File: src/rtl/fwd_pkg.sv
package fwd_pkg;
  localparam int NSTG = 3;  // execute, memory access, write-back (youngest first)

  typedef enum logic [1:0] {
    SEL_RF  = 2'b00,
    SEL_EXE = 2'b01,
    SEL_DM  = 2'b10,
    SEL_WB  = 2'b11
  } src_sel_e;

  // Youngest producer wins: bit 0 (execute) beats bit 1, bit 1 beats bit 2
  function automatic src_sel_e pick_sel(input logic [NSTG-1:0] hit);
    if (hit[0])      return SEL_EXE;
    else if (hit[1]) return SEL_DM;
    else if (hit[2]) return SEL_WB;
    else             return SEL_RF;
  endfunction
endpackage

File: src/rtl/fwd_match.sv
module fwd_match #(
  parameter int REG_AW = 5
) (
  input  logic [REG_AW-1:0] src_idx,
  input  logic [REG_AW-1:0] dst_idx,
  input  logic              wr_en,
  output logic              hit
);
  // register 0 is hardwired, a silent stage never produces
  always_comb hit = wr_en && (dst_idx != '0) && (dst_idx == src_idx);
endmodule

File: src/rtl/fwd_operand.sv
module fwd_operand
  import fwd_pkg::*;
#(
  parameter int DATA_W = 32,
  parameter int REG_AW = 5
) (
  input  logic [REG_AW-1:0]            src_idx,
  input  logic [DATA_W-1:0]            rf_data,
  input  logic [NSTG-1:0][REG_AW-1:0]  stg_dst,
  input  logic [NSTG-1:0]              stg_we,
  input  logic [NSTG-1:0][DATA_W-1:0]  stg_val,
  output logic [NSTG-1:0]              hit,
  output src_sel_e                     sel,
  output logic [DATA_W-1:0]            value
);
  for (genvar s = 0; s < NSTG; s++) begin : g_stage
    fwd_match #(.REG_AW(REG_AW)) u_match (
      .src_idx (src_idx),
      .dst_idx (stg_dst[s]),
      .wr_en   (stg_we[s]),
      .hit     (hit[s])
    );
  end

  always_comb begin
    sel = pick_sel(hit);
    unique case (sel)
      SEL_EXE: value = stg_val[0];
      SEL_DM:  value = stg_val[1];
      SEL_WB:  value = stg_val[2];
      default: value = rf_data;
    endcase
  end
endmodule

File: src/rtl/opnd_fwd_unit.sv
module opnd_fwd_unit
  import fwd_pkg::*;
#(
  parameter int DATA_W = 32,
  parameter int REG_AW = 5
) (
  input  logic              clk,
  input  logic              rst_n,
  input  logic [REG_AW-1:0] src_a_idx,
  input  logic [REG_AW-1:0] src_b_idx,
  input  logic [DATA_W-1:0] rf_a_data,
  input  logic [DATA_W-1:0] rf_b_data,
  input  logic [REG_AW-1:0] exe_dst,
  input  logic              exe_we,
  input  logic              exe_load,
  input  logic [DATA_W-1:0] exe_res,
  input  logic [REG_AW-1:0] dm_dst,
  input  logic              dm_we,
  input  logic [DATA_W-1:0] dm_res,
  input  logic [REG_AW-1:0] wb_dst,
  input  logic              wb_we,
  input  logic [DATA_W-1:0] wb_res,
  output logic [DATA_W-1:0] opa_q,
  output logic [DATA_W-1:0] opb_q,
  output logic [1:0]        opa_sel,
  output logic [1:0]        opb_sel
);
  localparam int NOPS = 2;

  logic [NSTG-1:0][REG_AW-1:0] stg_dst;
  logic [NSTG-1:0]             stg_we;
  logic [NSTG-1:0][DATA_W-1:0] stg_val;

  // A load in execute has no data yet: it is not a producer there
  always_comb begin
    stg_dst = {wb_dst, dm_dst, exe_dst};
    stg_we  = {wb_we, dm_we, exe_we && !exe_load};
    stg_val = {wb_res, dm_res, exe_res};
  end

  logic [NOPS-1:0][REG_AW-1:0] src_idx;
  logic [NOPS-1:0][DATA_W-1:0] rf_data;
  logic [NOPS-1:0][NSTG-1:0]   op_hit;
  src_sel_e                    op_sel [NOPS];
  logic [NOPS-1:0][DATA_W-1:0] op_val;

  always_comb begin
    src_idx = {src_b_idx, src_a_idx};
    rf_data = {rf_b_data, rf_a_data};
  end

  for (genvar o = 0; o < NOPS; o++) begin : g_op
    fwd_operand #(.DATA_W(DATA_W), .REG_AW(REG_AW)) u_op (
      .src_idx (src_idx[o]),
      .rf_data (rf_data[o]),
      .stg_dst (stg_dst),
      .stg_we  (stg_we),
      .stg_val (stg_val),
      .hit     (op_hit[o]),
      .sel     (op_sel[o]),
      .value   (op_val[o])
    );
  end

  // named events for the checker
  logic [NSTG-1:0] hit_a, hit_b;
  always_comb begin
    hit_a = op_hit[0];
    hit_b = op_hit[1];
  end

  // ID/EXE operand latch
  always_ff @(posedge clk) begin
    if (!rst_n) begin
      opa_q   <= '0;
      opb_q   <= '0;
      opa_sel <= SEL_RF;
      opb_sel <= SEL_RF;
    end else begin
      opa_q   <= op_val[0];
      opb_q   <= op_val[1];
      opa_sel <= op_sel[0];
      opb_sel <= op_sel[1];
    end
  end
endmodule

File: config.mk
export PLATFORM = sky130hd
export DESIGN_NAME = opnd_fwd_unit
export DESIGN_NICKNAME = d
export VERILOG_FILES = /design/src/rtl/fwd_pkg.sv /design/src/rtl/fwd_match.sv /design/src/rtl/fwd_operand.sv /design/src/rtl/opnd_fwd_unit.sv
export SDC_FILE = /design/constraint.sdc
export NUM_CORES = 1
export LEC_CHECK = 0
export BUFFER_PORTS_ARGS = -buffer_cell sky130_fd_sc_hd__buf_2
export CAP_MARGIN = 20
export CORE_ASPECT_RATIO = 0.6
export CORE_MARGIN = 4
export CORE_UTILIZATION = 26
export DETAILED_ROUTE_END_ITERATION = 12
export HOLD_SLACK_MARGIN = 0.06
export SLEW_MARGIN = 0
export SYNTH_ARGS = -nofsm -noshare
export SYNTH_HDL_FRONTEND = slang
export SYNTH_HIERARCHICAL = 1
export SYNTH_SLANG_ARGS = --single-unit
File: constraint.sdc
create_clock -name clk -period 2.5 [get_ports clk]
set_clock_uncertainty 0.1 [all_clocks]
set_input_delay 0.25 -clock clk [delete_from_list [all_inputs] [get_ports clk]]
set_output_delay 0.25 -clock clk [all_outputs]
set_load 0.05 [all_outputs]
* Yosys cells after proc, flatten, opt, wreduce, memory -nomap -nowiden
Cells that the tools add are included.
** Storage, ports and cells
- Register bits :: 68
- Input port bits :: 191
- Output and inout bits :: 68
- Logic and storage cells :: 38
** Cells by class
- Equality and inequality tests :: 12
- Mux-type cells :: 8
- Reductions and logical operators :: 14
** Operator list (number)
- $pmux W32 S3 :: 2
- $eq A5 B5 Y1 :: 6
- $reduce_bool A5 Y1 :: 3
- $mux W2 :: 6
- $logic_and A1 B1 Y1 :: 10
- $eq A2 B2 Y1 const B :: 4
- $eq A2 B1 Y1 const B :: 2
- $logic_not A1 Y1 :: 1

* Depth between registers and ports, before layout
- Depth after elaboration :: 8
- Gate-level depth with buffers :: 9
- Mapped depth without buffers :: 7

* Cells and area by module
The synthesis kept the hierarchy.
** By module, submodules not included
- opnd_fwd_unit :: times used 1, cells each 144, area an instance 1873.0 um2, seq. area each 1361.3 um2
- fwd_operand :: times used 2, cells each 121, area an instance 917.1 um2, seq. area each 0.0 um2
- fwd_match :: times used 6, cells each 10, area an instance 76.3 um2, seq. area each 0.0 um2

* Worst setup path before layout
Ideal clock, no wire load.
- Path type :: input-to-reg
- Start point :: input port exe_dst[0]
- End point :: register opa_q[10]
- Setup time :: 0.116 ns
- Arrival :: 1.708 ns
- Required time :: 2.284 ns
- Path slack :: 0.576 ns
- Cell stages on the path :: 9
- Buffers on the path :: 2
- Cell sequence :: nor4_2 o21ai_1 and4_1 or3_1 buf_6 buf_6 o22ai_2 a21oi_1 and2_2
** RTL lines
- start: declaration :: line opnd_fwd_unit.sv:13 : input logic [REG_AW-1:0] exe_dst,
- end signal: assignment :: line opnd_fwd_unit.sv:80 : opa_q <= op_val[0];
- end: declaration :: line opnd_fwd_unit.sv:23 : output logic [DATA_W-1:0] opa_q,

==> flow_summary.toml <==
[global_route]
grt_overflow_total = 0
met1_usage_pct = 23.4
globalRouteMet2Util_pct = 24.1
grt_antenna_before_repair = 0
grt_max_degree = 38
grt_pass1_wl_mm = 23.4
grt_pass1_vias = 4276
grt.busiest_layer = "met2"
grt_usage_pct = 16.4
met3_usage_pct = 5.50

[floorplan]
fp.dieH_um = 106
start_util_pct = 26.9
pin_count = 259
die_area_mm2 = 0.0182
row_count = 35
die_x_um = 171
core_mm2 = 0.0155

[power_and_ir_drop]
power.density_mw_per_mm2 = 594
ir_drop_mv = 0.295
total_power_mw = 3.53
power_leakage_nw = 2.70

[route]
ant_nets = 0
vias = 4516
drtPass1Iterations = 4
wl_per_cell_um = 17.9
drcViolationCount = 0
routed_wl_mm = 16.1
avgViaCountPerCell = 5.03
initialDrtViolationCount = 235

[timing]
rsz0062_at_grt = "no"
finalCriticalPeriod_ps = 2050
finalHoldWorstSlack_ps = 209
min_period_over_period_pct = 82.2
worstMarginPinSlew_ps = 605
setup-violations-final = 0
tns_ps = 0
hold_viol_final = 0
relSlewSlack_pct = 59.7
slew_viol_final = 0
fmax_ghz = 0.487

[final_layout]
nets = 881
antennaDiodeCount = 0
syn_to_final_growth_pct = 42.5
final_layout_size_suffix_gt1_share_pct = 55.3

[synthesis]
synth_top_cell_by_area = "dfxtp_1"
synth-seq-cells = 68
yosysUniqueCellTypes = 24
syn_avg_cell_area_um2 = 9.34
synth_top_area_share_pct = 32.7
synth_seq_area_share_pct = 32.7
syn_nets = 637
ys_warn_count = 6
synth_area_leaders = "dfxtp_1 (33%), o22ai_2 (18%), o22ai_1 (10%)"
syn_inst = 446
syn-cell-area_mm2 = 0.00417

[worst_setup_path]
cp_top_family = "simple AND/OR/NAND/NOR gates"
worstSetupEndpointType = "flip-flop"
cp_slowest_cell = "or3_2"
cp.buffers_inverters = 2
worstPathMaxFanout = 14
slowest_delay_ps = 530
start_kind = "input port"
critPathRequiredTime_ps = 2620
cp_cell_sequence = "buf_2, nor4_2, o21ai_1, and4_1, or3_2, buf_12, o22ai_1, a21oi_1, and2_1"
critical_path_arrival_ps = 2170
critical_path_class = "input port to flip-flop"

[outcome]
status = "completed"

[clock_tree]
cts.sinks = 68
clk_pin_slew_worst_paths_ps = 60
cts_setup_buffers = 0
cts_hold_buf = 0
cts-root-buf = "clkbuf_16"
cts.htree.levels = 3
clockBufferDepth = 2
cts_buffers = 9
tritoncts = "built"
cts_resized = 0

[placement]
hpwl_mm = 12.4
gp_congestion = 0.834
numPortBuffers = 258

[worst_hold_path]
min_path_type = "input port to flip-flop"

[job]
max_cap_violations = 0
## placed cells by master, fill, tap and decap left out
| master | count |
|---|---|
| clkinv_4 | 1 |
| bufinv_16 | 3 |
| buf_4 | 13 |
| and2_2 | 21 |
| inv_6 | 1 |
| clkbuf_8 | 1 |
| inv_2 | 2 |
| nor3_1 | 6 |
| and2_1 | 47 |
| nor2_1 | 4 |
| buf_2 | 258 |
| o22ai_1 | 68 |
| xnor2_1 | 6 |
| or3_2 | 2 |
| and4_1 | 6 |
| a21oi_1 | 64 |
| or2_0 | 6 |
| clkbuf_1 | 1 |
| nor4_2 | 6 |
| clkbuf_16 | 9 |
| o22ai_2 | 60 |
| nand2b_2 | 2 |
| o21ai_1 | 6 |
| inv_1 | 2 |
| buf_12 | 5 |
| nor2b_1 | 1 |
| nand2_1 | 8 |
| xor2_1 | 18 |
| dfxtp_1 | 68 |
## Yosys cell counts
| cell type | number |
|---|---|
| dfxtp_1 | 68 |
| o22ai_1 | 68 |
| a21oi_1 | 64 |
| o22ai_2 | 60 |
| and2_1 | 47 |
| and2_2 | 21 |
| xor2_1 | 18 |
| buf_6 | 15 |
| clkbuf_1 | 12 |
| buf_2 | 8 |
| nand2_1 | 8 |
| and4_1 | 6 |
| nor3_1 | 6 |
| nor4_2 | 6 |
| o21ai_1 | 6 |
| or2_0 | 6 |
| xnor2_1 | 6 |
| clkbuf_2 | 4 |
| clkbuf_8 | 4 |
| inv_1 | 4 |
| nor2_1 | 4 |
| nand2b_1 | 2 |
| or3_1 | 2 |
| nor2b_1 | 1 |
## state kept, by name (all words and copies together) (netlist names)
signal,flops
opa_q,32
opb_q,32
opa_sel,2
opb_sel,2
## kinds of logic after synthesis
group | share of synthesized area, %
AO/OA/AOI/OAI | 36.6
buffers and inverters | 8.26
AND/OR/NAND/NOR | 17.4
flip-flops | 32.7
XOR/XNOR | 5.05
## final timing paths
kind	cells past startpoint	slack [ps]	startpoint	endpoint
worst max-delay path	9	450	exe_dst[0]	opb_q[29]$_SDFF_PN0_
worst min-delay path	4	210	rf_b_data[2]	opb_q[2]$_SDFF_PN0_
## metrics by stage
stage	worst slack, ps	std cells	cell area (um^2)	util (%)
2_1_floorplan	576	446	4170	-
3_3_place_gp	156	882	5590	36.0
3_5_place_dp	142	882	5590	36.0
4_1_cts	501	898	5940	38.3
5_1_grt	356	898	5940	38.3
6_report	445	898	5940	38.3
## layout make-up
type,instances,area (um^2)
Tap cell,203,254
Fill cell,1603,9570
Clock buffer,11,243
Sequential cell,68,1360
Clock inverter,5,108
Multi-Input combinational cell,331,2470
Inverter,4,15.0
Timing Repair Buffer,276,1490
## metal layers
metal  up-vias  share of wire, %  wire (um)
li1       2160                 -          -
met1      2125                47       7620
met2       221                42       6700
met3        10                10       1610
met4         0              0.75        121
met5         -                 0          0
## power breakdown
| group | switching [mW] | internal (mW) | total, mW | leakage (nW) |
|---|---|---|---|---|
| Sequential | 0.0173 | 1.15 | 1.17 | 0.566 |
| Combinational | 0.530 | 0.317 | 0.847 | 1.96 |
| Clock | 0.502 | 1.01 | 1.51 | 0.170 |
No activity file was read; power rests on OpenSTA's default activity.
